$ cat src/rtl/irq_prio_ack.sv
`timescale 1ns/1ps
module irq_prio_ack #(
  parameter int N_SRC   = 8,
  parameter int MOV_LAT = 2,
  localparam int IW = (N_SRC > 1) ? $clog2(N_SRC) : 1,
  localparam int LW = 3
) (
  input  logic             clk,
  input  logic             rst,
  input  logic             ien_we,
  input  logic             ien_d,
  input  logic             ipl_we,
  input  logic             ipl_slow,
  input  logic [LW-1:0]    ipl_d,
  input  logic             lvl_we,
  input  logic [IW-1:0]    lvl_sel,
  input  logic [LW-1:0]    lvl_d,
  input  logic [N_SRC-1:0] req_set,
  output logic             ack,
  output logic [IW-1:0]    ack_src,
  output logic [LW-1:0]    ack_lvl
);
  localparam logic [1:0] MOV_LD = 2'(MOV_LAT - 1);

  logic             ien_q;
  logic [LW-1:0]    ipl_q, ipl_nx;
  logic [1:0]       ipl_cnt;
  logic [LW-1:0]    lvl_q   [N_SRC];
  logic [LW-1:0]    lvl_nx  [N_SRC];
  logic [1:0]       lvl_cnt [N_SRC];
  logic [N_SRC-1:0] req_q, clr;

  always_ff @(posedge clk)
    if (rst)         ien_q <= 1'b0;
    else if (ien_we) ien_q <= ien_d;

  always_ff @(posedge clk) begin
    if (rst) begin
      ipl_q   <= '0;
      ipl_nx  <= '0;
      ipl_cnt <= '0;
    end else if (ipl_we) begin
      ipl_nx  <= ipl_d;
      ipl_cnt <= ipl_slow ? 2'd2 : 2'd1;
    end else if (ipl_cnt != 2'd0) begin
      ipl_cnt <= ipl_cnt - 2'd1;
      if (ipl_cnt == 2'd1) ipl_q <= ipl_nx;
    end
  end

  always_ff @(posedge clk) begin
    for (int i = 0; i < N_SRC; i++) begin
      if (rst) begin
        lvl_q[i]   <= '0;
        lvl_nx[i]  <= '0;
        lvl_cnt[i] <= '0;
      end else if (lvl_we && lvl_sel == IW'(i)) begin
        lvl_nx[i]  <= lvl_d;
        lvl_cnt[i] <= MOV_LD;
      end else if (lvl_cnt[i] != 2'd0) begin
        lvl_cnt[i] <= lvl_cnt[i] - 2'd1;
        if (lvl_cnt[i] == 2'd1) lvl_q[i] <= lvl_nx[i];
      end
    end
  end

  always_comb begin
    ack     = 1'b0;
    ack_src = '0;
    ack_lvl = '0;
    for (int i = 0; i < N_SRC; i++)
      if (ien_q && req_q[i] && lvl_q[i] > ipl_q && lvl_q[i] > ack_lvl) begin
        ack     = 1'b1;
        ack_src = IW'(i);
        ack_lvl = lvl_q[i];
      end
  end

  assign clr = ack ? (N_SRC'(1) << ack_src) : '0;

  always_ff @(posedge clk)
    if (rst) req_q <= '0;
    else     req_q <= (req_q & ~clr) | req_set;
endmodule


$ cat config.mk
export PLATFORM = sky130hd
export DESIGN_NAME = irq_prio_ack
export DESIGN_NICKNAME = d
export VERILOG_FILES = /design/src/rtl/irq_prio_ack.sv
export SDC_FILE = /design/constraint.sdc
export NUM_CORES = 1
export LEC_CHECK = 0
export ABC_AREA = 1
export BUFFER_PORTS_ARGS = -buffer_cell sky130_fd_sc_hd__buf_2
export CAP_MARGIN = 0
export CORE_UTILIZATION = 39
export DETAILED_ROUTE_END_ITERATION = 10
export PLACE_DENSITY = 0.56
export SLEW_MARGIN = 15
export SYNTH_ARGS = -nofsm -noshare
export SYNTH_HDL_FRONTEND = slang
export SYNTH_SLANG_ARGS = --single-unit
export TNS_END_PERCENT = 10
$ cat constraint.sdc
create_clock -name clk -period 11.86 [get_ports clk]
set_input_delay 0 -clock clk [delete_from_list [all_inputs] [get_ports clk]]
set_output_delay 0 -clock clk [all_outputs]
set_load 0.005 [all_outputs]
==> flow_summary.toml, run 1 <==
[outcome]
outcome = "complete, no violations"

[worst_hold_path]
hold_path_class = "primary input to register"
hold_path_startpoint = "ipl_we"
min_path_cells = 4
hold_end = "ipl_cnt[0]"

[yosys]
ys_seq_area_frac = 0.4404
syn-instance-count = 598
synth_seq_cells = 81
synth_area_leaders = "edfxtp_1, ha_1, inv_1"
synth.top_cell.area_share = 0.3742
synth_warnings = 0
synth.distinct_cells = 35
syn-cell-area_um2 = 5136
postSynthAreaPerCell_um2 = 8.589
synth_top_area_cell = "edfxtp_1"
synth_nets = 680

[place]
port_buffers = 30
dpl_cell_area_um2 = 5479
dp.cells = 795
place_congestion = 0.8158
dpl.hpwl_mm = 8.226

[critical_path]
r2r_end = "req_q[0]"
worstPathArrival_ps = 9360
crit_path_top_delay_cell = "ha_1"
r2r_start = "ipl_q[2]"
startpoint_type = "register"
max_stage_delay_ps = 330
path_max_fanout = 9
end_kind = "primary output"
criticalPathCategory = "register to primary output"
required_ps = 11860
rr_worst_depth = 65
r2r_slack_ps = 2620

[clocking]
cts_tree = "built"
cts_buffers = 9
post_cts_resized = 0
cts_root_buf = "clkbuf_16"
clock_path_buffers = 2
post_cts.repair.setup_buffers = 0
cts_htree_levels = 3
cts.sink_count = 81
clock_latency_ps = 340
path_clk_slew_ps = 60

[floorplan]
die_h_um = 116.8
die_area_um2 = 13630
initial_utilization = 0.4037
ios = 31
fp.dieW_um = 116.8
row_count = 41
core_um2 = 12720

[finish]
synthToLayoutAreaGrowth_pct = 16.08
final_common_cell = "inv_1"
final_cell_mix = "inv_1, nand2_1, nor2_1"
design_area_um2 = 5962
fin_cells = 828
nNetsFinal = 733
drive_gt1_frac = 0.1448
antenna_cells_inserted = 0

[power]
powerDensity_nw_per_um2 = 174.6
ir_drop_uv = 67.04
power_leakage_nw = 2.756

[grt]
grt.overflow.total = 0
grt_max_degree = 29
grt_pass1_vias = 3835
grt_pass1_wl_mm = 17.92
track_usage = 0.1754
antenna_found_initial = 0

[job]
maxCapViolCount = 0

[timing]
post-route-min-period_ps = 9358
setup_tns_ps = 0
fmax_mhz = 106.9
rsz0062_at_grt = "no"
slew-limit-headroom = 0.4430
hold_viol = 0
finalMaxSlewViolations = 0
tightestPinTransition_ps = 830.4
clock-skew-final_ps = 5.078
post-route-period-util = 0.7890
setup_viol = 0

[drt]
drtPass1Iterations = 4
ant_nets = 0
post_drt_wl_per_cell_um = 12.84
via_count = 3926
drc = 0
drtIter0Drc = 199
wl_mm = 10.63
viasPerCell = 4.742
[metal layers]
metal | vias to the layer above | wire (um) | track usage
met5 | - | 0 | 0
met4 | 0 | 138 | 0.06160
met3 | 11 | 428 | 0.04048
met2 | 69 | 4863 | 0.2872
met1 | 1776 | 5202 | 0.2273
li1 | 2070 | - | -
[critical path: cells and delay by family, from the launching register on]
| family | cells | cell delay, ps |
|---|---|---|
| flops | 1 | 300 |
| fa+ha+maj | 8 | 2340 |
| simple gates | 38 | 4370 |
| buf+inv | 7 | 710 |
| compound gates | 9 | 1290 |
[Yosys cell counts (all sizes together)]
cell type / instances
nand2: 111
o21ai: 45
a311oi: 2
o31ai: 1
dfxtp: 17
inv: 101
or2: 11
o211ai: 1
nor2: 99
a211oi: 2
nand3: 36
a21oi: 26
edfxtp: 64
xor2: 1
nand4: 9
a31oi: 1
ha: 58
clkbuf: 4
and2: 1
nor3: 1
o311ai: 1
nand3b: 3
buf: 1
clkinv: 2
[registers in the layout (all words and copies together), names as in the netlist]
| signal | cells |
|---|---|
| lvl_nx | 24 |
| lvl_q | 24 |
| lvl_cnt | 16 |
| req_q | 8 |
| ipl_nx | 3 |
| ipl_q | 3 |
| ipl_cnt | 2 |
| ien_q | 1 |
[area by class of cell]
type / instances / area, um2
clock buffers: 11 / 232.7
clock inverters: 5 / 80.08
fillers: 1284 / 6760
inverters: 103 / 391.6
multi-input cells: 409 / 2460
flip-flops and latches: 81 / 2262
well taps: 172 / 215.2
repair buffers: 47 / 320.3
[power breakdown]
part,switching [mW],internal [mW]
Clock,0.110,0.184
Combinational,0.202,0.124
Sequential,0.0370,0.383
Total,0.349,0.692
[cells by family after synthesis]
logic type               share of synthesized area
buffers and inverters                      0.08063
flip-flops                                  0.4404
AO/OA/AOI/OAI                              0.08283
adder cells (fa/ha/maj)                     0.1413
AND/OR/NAND/NOR                             0.2531
XOR/XNOR                                  0.001706
[worst max path at each step]
stage / slack (ps) / depth (start not counted) / start / end
final: 2500 / 62 / ipl_q[2] / ack
after global routing: 1540 / 60 / ipl_q[2] / ack_lvl[2]
after CTS: 2470 / 60 / ipl_q[2] / ack
after detailed placement: 2640 / 63 / ipl_q[2] / req_q[0]
after global placement: 2890 / 65 / ipl_q[2] / req_q[0]
after floorplan: 3650 / 63 / ipl_q[2] / req_q[3]
[what timing repair did]
action / 4_1_cts / 5_1_grt
endpoints found under the hold margin: 13 / 0
endpoints found under the setup margin: 0 / 0
hold buffers: 17 / 0
[per-stage QoR]
stage               total power, mW  setup WS (ps)    util  hold WS (ps)
global route                  1.125           1536  0.4686         66.60
CTS                           1.051           2466  0.4686         23.61
floorplan                    0.6598           3654       -         94.20
global placement             0.7248           2887  0.4307         193.7
finish                        1.041           2502  0.4686         50.45
detailed placement           0.7475           2638  0.4307         204.2
No activity file was read; power rests on OpenSTA's default activity.
==> run 2: changes to the inputs <==
==> constraint.sdc (replaced) <==
create_clock -name clk -period 9.4 [get_ports clk]
set_input_delay 0 -clock clk [delete_from_list [all_inputs] [get_ports clk]]
set_output_delay 0 -clock clk [all_outputs]
set_load 0.005 [all_outputs]
==> run 2 against run 1 <==
Compared with the run above:
- critical path depth is 1 higher
- wire length is 0.64% higher
- sequential power is 26% higher
- register-to-register slack worse by 1800 ps
- die area stayed put
- via count is 0.79% higher
- global-route usage is 0.15 points lower
- combinational power is 30% higher
- clock power is 20% higher
- power is 26% higher
- flip-flop and latch count stayed put
- sequential share of layout area is 0.58 points lower
- highest routed layer unchanged
==> flow_summary.toml, run 2 (synthesis gave the netlist of run 1 again) <==
[timing]
setup_viol = 0
rsz0062_at_grt = "no"
tightestPinTransition_ps = 823.8
clock-skew-final_ps = 7.907
setup_tns_ps = 0
post-route-min-period_ps = 8689
fmax_mhz = 115.1
finalMaxSlewViolations = 0
fin_ws_ps = 710.9
post-route-period-util = 0.9244
slew-limit-headroom = 0.4474
hold_viol = 0

[clocking]
cts_tree = "built"
clock_path_buffers = 2
cts_buffers = 9
cts.sink_count = 81
cts_htree_levels = 3
clock_latency_ps = 340
path_clk_slew_ps = 60
cts_root_buf = "clkbuf_16"

[floorplan]
core_um2 = 12720
initial_utilization = 0.4037
fp.dieW_um = 116.8
row_count = 41
die_h_um = 116.8
ios = 31
die_area_um2 = 13630

[grt]
grt_pass1_wl_mm = 18.08
grt.overflow.total = 0
grt_max_degree = 29
track_usage = 0.1739
antenna_found_initial = 0
grt_pass1_vias = 3937

[place]
place_congestion = 0.7849
dpl.hpwl_mm = 8.294
dp.cells = 796
port_buffers = 30
dp_worst_setup_slack_ps = 151.6

[finish]
fin_cells = 835
drive_gt1_frac = 0.1735
antenna_cells_inserted = 0
top_regs = "lvl_nx: 24 flops, lvl_q: 24 flops, lvl_cnt: 16 flops"
final_cell_mix = "inv_1, nand2_1, nor2_1"
nFillCells = 1261
final_common_cell = "inv_1"
nNetsFinal = 740
synthToLayoutAreaGrowth_pct = 17.95

[critical_path]
startpoint_type = "register"
worstPathArrival_ps = 8690
crit_path_top_delay_cell = "ha_1"
path_max_fanout = 9
max_stage_delay_ps = 350
critPathMostFrequentCell = "nand2_1"
end_kind = "primary output"
required_ps = 9400
criticalPathCategory = "register to primary output"

[drt]
drtIter0Drc = 247
drtPass1Iterations = 4
viasPerCell = 4.739
via_count = 3957
ant_nets = 0
post_drt_wl_per_cell_um = 12.81
wl_mm = 10.70
drc = 0

[power]
powerDensity_nw_per_um2 = 216.2
ir_drop_uv = 109.1
power_leakage_nw = 2.795

[outcome]
outcome = "complete, no violations"

[job]
maxCapViolCount = 0

[worst_hold_path]
hold_path_class = "primary input to register"
## run 2: cell types whose count changed in the layout (fill, tap and decap cells not counted), sizes merged
| cell | previous run | this run |
|---|---|---|
| clkbuf | 11 | 9 |
| bufinv | 2 | 1 |
| inv | 101 | 104 |
| dlygate4sd3 | 17 | 18 |
| buf | 30 | 36 |
## run 2: repair_timing
action                     4_1_cts  5_1_grt
resized for setup                1       17
hold buffers                    18        0
pin swaps                        0        4
setup endpoints to repair        1       15
buffers inserted                 0        5
hold endpoints to repair        13        0
## run 2: layer usage
| layer | up-vias | track usage | routed length [um] |
|---|---|---|---|
| met5 | - | 0 | 0 |
| met4 | 0 | 0.05738 | 189 |
| met3 | 13 | 0.04255 | 363 |
| met2 | 62 | 0.2935 | 4954 |
| met1 | 1786 | 0.2180 | 5192 |
| li1 | 2096 | - | - |
## run 2: cell type report
cell class / count / area (um2) / area share
multi-input cells: 409 / 2511 / 0.4145
flip-flops and latches: 81 / 2263 / 0.3736
inverters: 103 / 391.6 / 0.06464
repair buffers: 54 / 375.4 / 0.06196
clock buffers: 9 / 225.2 / 0.03717
well taps: 172 / 215.2 / 0.03552
clock inverters: 7 / 76.32 / 0.01260
## run 2: power breakdown
part / switching (mW) / internal, mW / total (mW) / leakage (nW)
Sequential: 0.0476 / 0.484 / 0.531 / 0.804
Clock: 0.144 / 0.208 / 0.353 / 0.148
Combinational: 0.264 / 0.162 / 0.426 / 1.84
Total: 0.456 / 0.854 / 1.31 / 2.80
## run 2: worst paths after layout
path / start / to / slack [ps] / cells after the start
setup / recovery: ipl_q[2] / ack / 710 / 63
hold reg to reg: req_q[0] / req_q[0] / 480 / 2
setup reg to reg: ipl_q[2] / req_q[0] / 810 / 66
hold / removal: ipl_we / ipl_cnt[0] / 70 / 3
## run 2: through the flow
stage / total power, mW / util / cell area (um2) / hold WS, ps
after floorplan: 0.8325 / - / 5136 / 94.20
after global placement: 0.9157 / 0.4313 / 5487 / 205.1
after detailed placement: 0.9439 / 0.4313 / 5487 / 199.5
after CTS: 1.307 / 0.4691 / 5968 / 52.70
after global routing: 1.415 / 0.4762 / 6058 / 81.48
final: 1.310 / 0.4762 / 6058 / 66.92
## run 2: worst max-delay path: cells and delay by family (launching register included)
kind            cells  cell delay, ps
fa+ha+maj           8            2360
flops               1             320
buf+inv             7             530
simple gates       39            4050
compound gates      9            1060
==> run 3: changes to the inputs <==
==> constraint.sdc (replaced) <==
create_clock -name clk -period 9.4 [get_ports clk]
set_input_delay 0.94 -clock clk [delete_from_list [all_inputs] [get_ports clk]]
set_output_delay 0.94 -clock clk [all_outputs]
set_load 0.005 [all_outputs]
==> run 3 against run 2 <==
Compared with the run above:
- clock power grew 15%
- power grew 9.7%
- maximum frequency shrank 4.9%
- sequential share of layout area shrank 2.1 points
- hold slack gained 400 ps
- clock skew shrank 2.3 ps
- critical path depth shrank 4
- via count grew 2.4%
- register-to-register slack gained 450 ps
- flip-flop and latch count is the same
- wire length grew 5.7%
==> flow_summary.toml, run 3 (synthesis gave the netlist of run 1 again) <==
[finish]
multi_input_area_um2 = 2786
design_area_um2 = 6420
seq_area_um2 = 2262
nNetsFinal = 750
antenna_cells_inserted = 0
fin_cells = 845
synthToLayoutAreaGrowth_pct = 24.99
nFillCells = 1209
top_regs = "lvl_nx: 24 flops, lvl_q: 24 flops, lvl_cnt: 16 flops"
final_cell_mix = "inv_1, nor2_1, nand2_1"
drive_gt1_frac = 0.2749

[power]
powerDensity_nw_per_um2 = 223.8
ir_drop_uv = 92.83
power_leakage_nw = 2.908

[clocking]
cts_tree = "built"
cts_htree_levels = 3
cts.sink_count = 81
cts_buffers = 9
clock_path_buffers = 2
path_clk_slew_ps = 60
clock_latency_ps = 330
cts_root_buf = "clkbuf_16"

[timing]
clock-skew-final_ps = 5.632
slew-limit-headroom = 0.4672
hold_viol = 0
post-route-min-period_ps = 9138
finalMaxSlewViolations = 0
post-route-period-util = 0.9722
tightestPinTransition_ps = 794.3
setup_viol = 0
rsz0062_at_grt = "yes"
fmax_mhz = 109.4
holdWs_ps = 465.7
setup_tns_ps = 0

[grt]
track_usage = 0.1748
antenna_found_initial = 0
busiest_layer = "met2"
grt_pass1_vias = 3881
met2_usage = 0.2947
grt_use_met1 = 0.2217
grt_max_degree = 29
grt_pass1_wl_mm = 18.04
grt_util_met3 = 0.03684
grt.overflow.total = 0

[drt]
ant_nets = 0
wl_mm = 11.31
viasPerCell = 4.793
drtIter0Drc = 167
post_drt_wl_per_cell_um = 13.39
via_count = 4050
drtPass1Iterations = 4
drc = 0

[critical_path]
startpoint_type = "register"
crit_buf_inv = 5
rr_worst_depth = 61
worstPathArrival_ps = 8200
worst-path-stages = 59
path_max_fanout = 8
max_stage_delay_ps = 450
cp_top_family = "simple AND/OR/NAND/NOR gates"
critPathMostFrequentCell = "nand2_2"
required_ps = 8460
criticalPathCategory = "register to primary output"
end_kind = "primary output"
crit_path_top_delay_cell = "edfxtp_1"

[worst_hold_path]
min_path_cells = 2
hold_path_class = "register to register"

[place]
dp.cells = 800
dpl.hpwl_mm = 8.144
place_congestion = 0.8755
port_buffers = 30
dpl_cell_area_um2 = 5517

[floorplan]
die_h_um = 116.8
ios = 31
row_count = 41
core_um2 = 12720
die_area_um2 = 13630
initial_utilization = 0.4037
fp.dieW_um = 116.8

[outcome]
outcome = "complete, no violations"

[job]
maxCapViolCount = 0
run 3: changes by cell type in the layout (fill, tap and decap cells not counted), sizes merged:
cell / previous run / this run
buf: 36 / 64
bufinv: 1 / 3
inv: 104 / 101
clkinv: 4 / 5
clkbuf: 9 / 10
clkinvlp: 1 / 0
dlygate4sd3: 18 / 0
run 3: tightest hold or removal path, stage by stage (launching register included):
cell	delay, ps
dfxtp_1	310
nand2_1	60
a21oi_1	50
run 3: path summary, 6_finish.rpt:
kind,from,end,slack [ps]
min reg2reg,req_q[0],req_q[0],470
min,req_q[0],req_q[0],470
max,lvl_q[0][2],ack,260
max reg2reg,lvl_q[0][2],req_q[2],1260
run 3: layer usage:
| metal | up-vias | routed length (um) |
|---|---|---|
| li1 | 2107 | - |
| met1 | 1861 | 5376 |
| met2 | 62 | 5286 |
| met3 | 20 | 385 |
| met4 | 0 | 265 |
| met5 | - | 0 |
run 3: metrics by stage:
step	setup slack [ps]	util	total power, mW
floorplan	584.6	-	0.8325
detailed placement	-242.4	0.4336	0.9412
finish	261.6	0.5046	1.437
global placement	-0.2576	0.4336	0.9132
global route	-242.1	0.5046	1.541
CTS	8.739	0.4741	1.368
run 3: power breakdown:
group | total [mW] | switching [mW] | internal, mW
combinational | 0.497 | 0.292 | 0.205
sequential | 0.534 | 0.0503 | 0.484
clock | 0.406 | 0.145 | 0.261
total | 1.44 | 0.487 | 0.950
run 3: layout make-up:
class | count | area share
tap | 172 | 0.03352
clock buffer | 10 | 0.03567
inverter | 103 | 0.06100
sequential | 81 | 0.3524
multi-input combinational | 409 | 0.4340
timing repair buffer | 64 | 0.06529
clock inverter | 6 | 0.01813
run 3: timing repair:
item | CTS | global route
endpoints found under the setup margin | 7 | 7
cloned | 0 | 0
hold buffers | 0 | 0
resized for setup | 13 | 64
setup buffers | 17 | 12
pin swaps | 8 | 51
